===== config.mk =====
export PLATFORM = sky130hd
export DESIGN_NAME = frac_clk_div
export DESIGN_NICKNAME = d
export VERILOG_FILES = /design/src/rtl/fdiv_pkg.sv /design/src/rtl/fdiv_legal.sv /design/src/rtl/fdiv_mash.sv /design/src/rtl/fdiv_period.sv /design/src/rtl/frac_clk_div.sv
export SDC_FILE = /design/constraint.sdc
export NUM_CORES = 1
export LEC_CHECK = 0
export CAP_MARGIN = 40
export CORE_MARGIN = 2
export CORE_UTILIZATION = 60
export DETAILED_ROUTE_END_ITERATION = 8
export PLACE_DENSITY_LB_ADDON = 0.3
export REMOVE_ABC_BUFFERS = 1
export SETUP_SLACK_MARGIN = 0.5
export SYNTH_ARGS = -nofsm -noshare
export SYNTH_HDL_FRONTEND = slang
export SYNTH_SLANG_ARGS = --single-unit

===== constraint.sdc =====
create_clock -name clk -period 17.7 [get_ports clk]
set_input_delay 3.54 -clock clk [delete_from_list [all_inputs] [get_ports clk]]
set_output_delay 3.54 -clock clk [all_outputs]
set_load 0.03 [all_outputs]

===== src/rtl/fdiv_pkg.sv =====
`timescale 1ns/1ps
package fdiv_pkg;

   typedef enum logic [1:0] {
      MODE_INT = 2'd0,
      MODE_O1  = 2'd1,
      MODE_O2  = 2'd2,
      MODE_O3  = 2'd3
   } fdiv_mode_e;

   // number of accumulators in the MASH 1-1-1 cascade
   localparam int MASH_STAGES = 3;

   // smallest integer divisor that keeps every dithered period at 2 or more
   function automatic logic [3:0] min_divisor(input fdiv_mode_e m);
      logic [3:0] r;
      unique case (m)
         MODE_INT: r = 4'd2;
         MODE_O1:  r = 4'd2;
         MODE_O2:  r = 4'd3;
         default:  r = 4'd5;
      endcase
      return r;
   endfunction

endpackage


===== src/rtl/fdiv_legal.sv =====
`timescale 1ns/1ps
module fdiv_legal
   import fdiv_pkg::*;
#(
   parameter int INT_W = 8
) (
   input  logic [INT_W-1:0] div_int,
   input  fdiv_mode_e       mode_req,
   output logic             err,
   output fdiv_mode_e       mode_eff,
   output logic [INT_W-1:0] int_eff
);

   logic [INT_W-1:0] limit;
   logic             too_small;

   always_comb begin
      limit     = INT_W'(min_divisor(mode_req));
      too_small = (div_int < INT_W'(2));
      err       = (div_int < limit);
      mode_eff  = err ? MODE_INT : mode_req;
      int_eff   = too_small ? INT_W'(2) : div_int;
   end

endmodule


===== src/rtl/fdiv_mash.sv =====
`timescale 1ns/1ps
module fdiv_mash
   import fdiv_pkg::*;
#(
   parameter int FRAC_W = 12
) (
   input  logic              clk,
   input  logic              rst_n,
   input  logic              clr,
   input  logic              step,
   input  logic [FRAC_W-1:0] frac,
   input  fdiv_mode_e        order,
   output logic signed [3:0] dsig
);

   localparam int NST = MASH_STAGES;

   logic [NST-1:0][FRAC_W-1:0] stage_in;
   logic [NST-1:0][FRAC_W-1:0] residue;
   logic [NST-1:0]             cy;
   logic [NST-1:0]             active;

   assign stage_in[0] = frac;

   for (genvar k = 0; k < NST; k++) begin : g_stage
      logic [FRAC_W-1:0] acc_q;
      logic [FRAC_W:0]   sum;

      assign active[k]  = (int'(order) > k);
      assign sum        = {1'b0, acc_q} + {1'b0, stage_in[k]};
      assign residue[k] = sum[FRAC_W-1:0];
      assign cy[k]      = active[k] & sum[FRAC_W];

      if (k + 1 < NST) begin : g_link
         assign stage_in[k+1] = sum[FRAC_W-1:0];
      end

      always_ff @(posedge clk or negedge rst_n) begin
         if (!rst_n) begin
            acc_q <= '0;
         end else if (clr || !active[k]) begin
            acc_q <= '0;
         end else if (step) begin
            acc_q <= residue[k];
         end
      end
   end

   // carry history for the difference stages
   logic c2_d, c3_d, c3_dd;

   always_ff @(posedge clk or negedge rst_n) begin
      if (!rst_n) begin
         c2_d  <= 1'b0;
         c3_d  <= 1'b0;
         c3_dd <= 1'b0;
      end else if (clr) begin
         c2_d  <= 1'b0;
         c3_d  <= 1'b0;
         c3_dd <= 1'b0;
      end else begin
         if (!active[1]) begin
            c2_d <= 1'b0;
         end else if (step) begin
            c2_d <= cy[1];
         end
         if (!active[2]) begin
            c3_d  <= 1'b0;
            c3_dd <= 1'b0;
         end else if (step) begin
            c3_d  <= cy[2];
            c3_dd <= c3_d;
         end
      end
   end

   logic signed [3:0] t1, t2, t3;

   always_comb begin
      t1 = $signed({3'b000, cy[0]});
      t2 = active[1] ? ($signed({3'b000, cy[1]}) - $signed({3'b000, c2_d})) : 4'sd0;
      t3 = active[2] ? ($signed({3'b000, cy[2]}) - $signed({2'b00, c3_d, 1'b0})
                        + $signed({3'b000, c3_dd})) : 4'sd0;
      dsig = t1 + t2 + t3;
   end

   // integer mode never offsets the divisor
   a_r2_no_offset: assert property (@(posedge clk) disable iff (!rst_n)
      (order == MODE_INT) |-> (dsig == 4'sd0));

   // widest spread of the cascade
   a_r6_dsig_range: assert property (@(posedge clk) disable iff (!rst_n)
      (dsig >= -4'sd3) && (dsig <= 4'sd4));

endmodule


===== src/rtl/fdiv_period.sv =====
`timescale 1ns/1ps
module fdiv_period
   import fdiv_pkg::*;
#(
   parameter int INT_W = 8
) (
   input  logic              clk,
   input  logic              rst_n,
   input  logic              en,
   input  logic [INT_W-1:0]  int_eff,
   input  fdiv_mode_e        mode_eff,
   input  logic signed [3:0] dsig,
   output logic              step,
   output logic              clk_out
);

   localparam int LEN_W = INT_W + 1;

   logic                    running;
   logic [LEN_W-1:0]        cnt;
   logic [LEN_W-1:0]        len_q;
   logic [LEN_W-1:0]        hi_q;
   logic                    odd_int_q;
   logic                    half_q;
   logic                    load;
   logic signed [LEN_W:0]   len_calc;
   logic [LEN_W-1:0]        new_len;

   always_comb begin
      len_calc = $signed({2'b00, int_eff}) + {{(LEN_W-3){dsig[3]}}, dsig};
      new_len  = len_calc[LEN_W-1:0];
      load     = en && (!running || (cnt == len_q - 1'b1));
   end

   assign step = load;

   always_ff @(posedge clk or negedge rst_n) begin
      if (!rst_n) begin
         running   <= 1'b0;
         cnt       <= '0;
         len_q     <= '0;
         hi_q      <= '0;
         odd_int_q <= 1'b0;
      end else if (!en) begin
         running <= 1'b0;
         cnt     <= '0;
      end else if (load) begin
         running   <= 1'b1;
         cnt       <= '0;
         len_q     <= new_len;
         hi_q      <= new_len >> 1;
         odd_int_q <= (mode_eff == MODE_INT) && new_len[0];
      end else begin
         cnt <= cnt + 1'b1;
      end
   end

   // half-cycle extension of the high phase for odd integer divisors
   always_ff @(negedge clk or negedge rst_n) begin
      if (!rst_n) begin
         half_q <= 1'b0;
      end else begin
         half_q <= running && odd_int_q && (cnt == hi_q - 1'b1);
      end
   end

   assign clk_out = (running && (cnt < hi_q)) || half_q;

   // disabled output is low one edge later
   a_r1_off_low: assert property (@(posedge clk) disable iff (!rst_n)
      !en |=> !clk_out);

   // first order spread
   a_r4_o1_spread: assert property (@(posedge clk) disable iff (!rst_n)
      (load && mode_eff == MODE_O1) |-> (dsig == 4'sd0 || dsig == 4'sd1));

   // second order spread
   a_r5_o2_spread: assert property (@(posedge clk) disable iff (!rst_n)
      (load && mode_eff == MODE_O2) |-> (dsig >= -4'sd1 && dsig <= 4'sd2));

   // the legality guard keeps every period at two cycles or more
   a_r9_min_len: assert property (@(posedge clk) disable iff (!rst_n)
      load |-> (new_len >= LEN_W'(2)));

   // period length only changes at a boundary
   a_r10_hold: assert property (@(posedge clk) disable iff (!rst_n)
      (en && running && !load) |=> (len_q == $past(len_q)));

endmodule


===== src/rtl/frac_clk_div.sv =====
`timescale 1ns/1ps
module frac_clk_div
   import fdiv_pkg::*;
#(
   parameter int INT_W  = 8,
   parameter int FRAC_W = 12
) (
   input  logic              clk,
   input  logic              rst_n,
   input  logic              en,
   input  logic [INT_W-1:0]  div_int,
   input  logic [FRAC_W-1:0] div_frac,
   input  logic [1:0]        order,
   output logic              clk_out,
   output logic              cfg_err
);

   if (INT_W < 4 || INT_W > 16) begin : g_bad_int
      $error("frac_clk_div: INT_W must be in 4..16");
   end
   if (FRAC_W < 4 || FRAC_W > 24) begin : g_bad_frac
      $error("frac_clk_div: FRAC_W must be in 4..24");
   end

   fdiv_mode_e        mode_eff;
   logic [INT_W-1:0]  int_eff;
   logic signed [3:0] dsig;
   logic              step;

   fdiv_legal #(.INT_W(INT_W)) u_legal (
      .div_int  (div_int),
      .mode_req (fdiv_mode_e'(order)),
      .err      (cfg_err),
      .mode_eff (mode_eff),
      .int_eff  (int_eff)
   );

   fdiv_mash #(.FRAC_W(FRAC_W)) u_mash (
      .clk   (clk),
      .rst_n (rst_n),
      .clr   (!en),
      .step  (step),
      .frac  (div_frac),
      .order (mode_eff),
      .dsig  (dsig)
   );

   fdiv_period #(.INT_W(INT_W)) u_period (
      .clk      (clk),
      .rst_n    (rst_n),
      .en       (en),
      .int_eff  (int_eff),
      .mode_eff (mode_eff),
      .dsig     (dsig),
      .step     (step),
      .clk_out  (clk_out)
   );

endmodule


==> results.json <==
{
  "die-area_um2": 9443,
  "viasPerCell": 6.138,
  "cts_sinks": 60,
  "holdBufCountCts": 0,
  "multi_input_area_um2": 3421,
  "endpoint_kind": "output port",
  "rsz0062_at_grt": "no",
  "grt_overflow": 0,
  "synthCells": 595,
  "synth-async-reset-ratio_pct": 100.0,
  "wl_per_cell_um": 16.25,
  "portBuffers": 26,
  "final_nets": 706,
  "yosysSeqAreaShare_pct": 28.83,
  "critPathKind": "register to output port",
  "finalClockSkew_ns": 0.01627,
  "core-area_um2": 8299,
  "rows": 33,
  "vias": 4419,
  "power_density_nw_per_um2": 82.98,
  "ioPinCount": 27,
  "grt_pass1_vias": 4400,
  "register_area_um2": 1501,
  "dr.first_iter.drc_count": 160,
  "clk_latency_ns": 0.34,
  "cts-buffers-inserted": 9,
  "ys.warnings.count": 0,
  "synth_edf_count": 0,
  "grt_max_degree": 61,
  "cts_resized": 0,
  "final_common_cell": "nor2_1",
  "antennaDiodeCount": 0,
  "postSynthAreaPerCell_um2": 8.754,
  "grt_pass1_wl_um": 19990,
  "route.detailed.drc": 0,
  "htreeDepth": 3,
  "grt_usage_pct": 25.63,
  "drt_wl_total_um": 11700,
  "detailed_place_hpwl_um": 8587,
  "place_area_um2": 5490,
  "layout.cells.non_filler": 720,
  "cts_tree": "done",
  "syn-cell-area_um2": 5209,
  "fin_tns_setup_ns": 0,
  "synthTopCellsByArea": "dfrtp_1 (28%), ha_1 (15%), xnor2_1 (6.9%)",
  "antenna_found_initial": 0,
  "leakage_uw": 0.002657,
  "ant_nets": 0,
  "setup_violations": 0,
  "clk_pin_slew_ns": 0.07,
  "netlist.area_leader.share_pct": 28.34,
  "initial_core_util_pct": 62.76,
  "cp.arrival_ns": 10.44,
  "required_ns": 14.16,
  "final_cell_mix": "nor2_1 (66), ha_1 (63), dfrtp_1 (59)",
  "syn_to_final_growth_pct": 9.416,
  "first_pass_iters": 5,
  "final_layout_size_suffix_gt1_share_pct": 4.878,
  "die_h_um": 97.18,
  "synthFlopType": "dfrtp_1",
  "routabilityCongestion": 0.8915,
  "start_kind": "register",
  "die_w_um": 97.18,
  "vdd_drop_max_mv": 0.05752,
  "cts_root_buf": "clkbuf_8",
  "dp_cells": 706,
  "min-delay-path-class": "register to register",
  "max_slew_margin_pct": 48.29,
  "cts_setup_buffers": 0,
  "hold_violations": 0,
  "synth_cell_types": 66,
  "drv_cap": 0,
  "crit_fanout": 2,
  "clock_path_buffers": 2,
  "slew_viol_final": 0,
  "synth_top_area_cell": "dfrtp_1",
  "worst_slew_pin_slew_ns": 0.7757,
  "status": "finished, final reports clean",
  "final_cell_area_um2": 5699,
  "ys_seq_elements": 60,
  "nFillCells": 652
}
-- cells in the mapped netlist (6+ instances only) --
library cell  instances
a211oi_1              8
a21o_1                9
a21oi_1              29
a22oi_1              34
buf_6                 6
clkbuf_1             12
dfrtp_1              59
fa_1                  6
ha_1                 63
inv_1                36
nand2_1              39
nand3_1              15
nor2_1               66
nor3_1               20
o21a_1               10
o21ai_0              21
o21ai_1              13
xnor2_1              41
xor2_1               21
-- per-stage QoR --
stage,hold slack [ns],power [uW],setup slack [ns],util (%)
after floorplan,0.4391,295.0,4.378,-
after global placement,0.4521,329.8,4.080,65.91
after detailed placement,0.4794,338.2,4.077,66.15
after CTS,0.4950,472.8,3.720,68.67
after global routing,0.5394,503.4,3.652,68.67
final,0.4898,472.9,3.720,68.67
-- where the power goes --
group | internal, uW | switching, uW | total [uW] | leakage [uW]
combinational | 79.0 | 103 | 182 | 0.00174
sequential | 147 | 11.4 | 158 | 0.000811
clock | 78.9 | 53.6 | 133 | 0.000108
total | 305 | 168 | 473 | 0.00266
-- sequential cells by signal, summed over array words and instances, names as in the netlist --
| register | flops |
|---|---|
| u_period.running | 1 |
| u_period.odd_int_q | 1 |
| u_period.cnt | 9 |
| u_period.half_q | 1 |
| u_mash.c3_d | 1 |
| u_period.len_q | 9 |
| u_mash.g_stage.acc_q | 36 |
| u_mash.c3_dd | 1 |
| u_mash.c2_d | 1 |
-- worst paths after layout --
kind,end,start,slack (ns),cells after the start
worst max-delay path,clk_out,u_period.half_q$_DFF_NN0_,3.72,3
worst min-delay path,u_period.odd_int_q$_DFFE_PN0P_,u_period.odd_int_q$_DFFE_PN0P_,0.49,2
worst max register to register,u_period.half_q$_DFF_NN0_,u_period.len_q[3]$_DFFE_PN0P_,6.92,6
worst min register to register,u_period.odd_int_q$_DFFE_PN0P_,u_period.odd_int_q$_DFFE_PN0P_,0.49,2
max in group asynchronous,u_period.half_q$_DFF_NN0_,rst_n,5.06,2
min in group asynchronous,u_period.len_q[7]$_DFFE_PN0P_,rst_n,3.34,2
-- per-layer routing --
metal / vias to the layer above / global-route usage, % / wire [um]
li1: 2160 / - / -
met4: 0 / 7.801 / 231
met5: - / 0 / 0
met1: 2151 / 31.34 / 5101
met3: 21 / 4.101 / 363
met2: 87 / 46.26 / 6006
-- critical path, stage by stage, from the launching register on --
cell	delay, ns
dfrtn_1	0.41
nor2_1	0.05
a21oi_1	0.13
clkdlybuf4s50_1	0.68
-- cell type report --
type / count / area share (%)
clock inverters: 1 / 0.5269
multi-input cells: 474 / 60.02
well taps: 105 / 2.305
clock buffers: 13 / 3.139
repair buffers: 30 / 5.225
flip-flops and latches: 60 / 26.34
inverters: 37 / 2.437
-- kinds of logic (layout without fill, tap and decap cells) --
logic type,after synthesis,in the layout,synth area share (%)
AOI/OAI and AO/OA,165,165,21.60
xor gates and xnor gates,62,62,10.43
adders and majority gates,69,69,17.44
buffers and inverters,61,81,5.501
DFF,60,60,28.83
and+or+nand+nor,178,178,16.21
No activity file was read; power rests on OpenSTA's default activity.
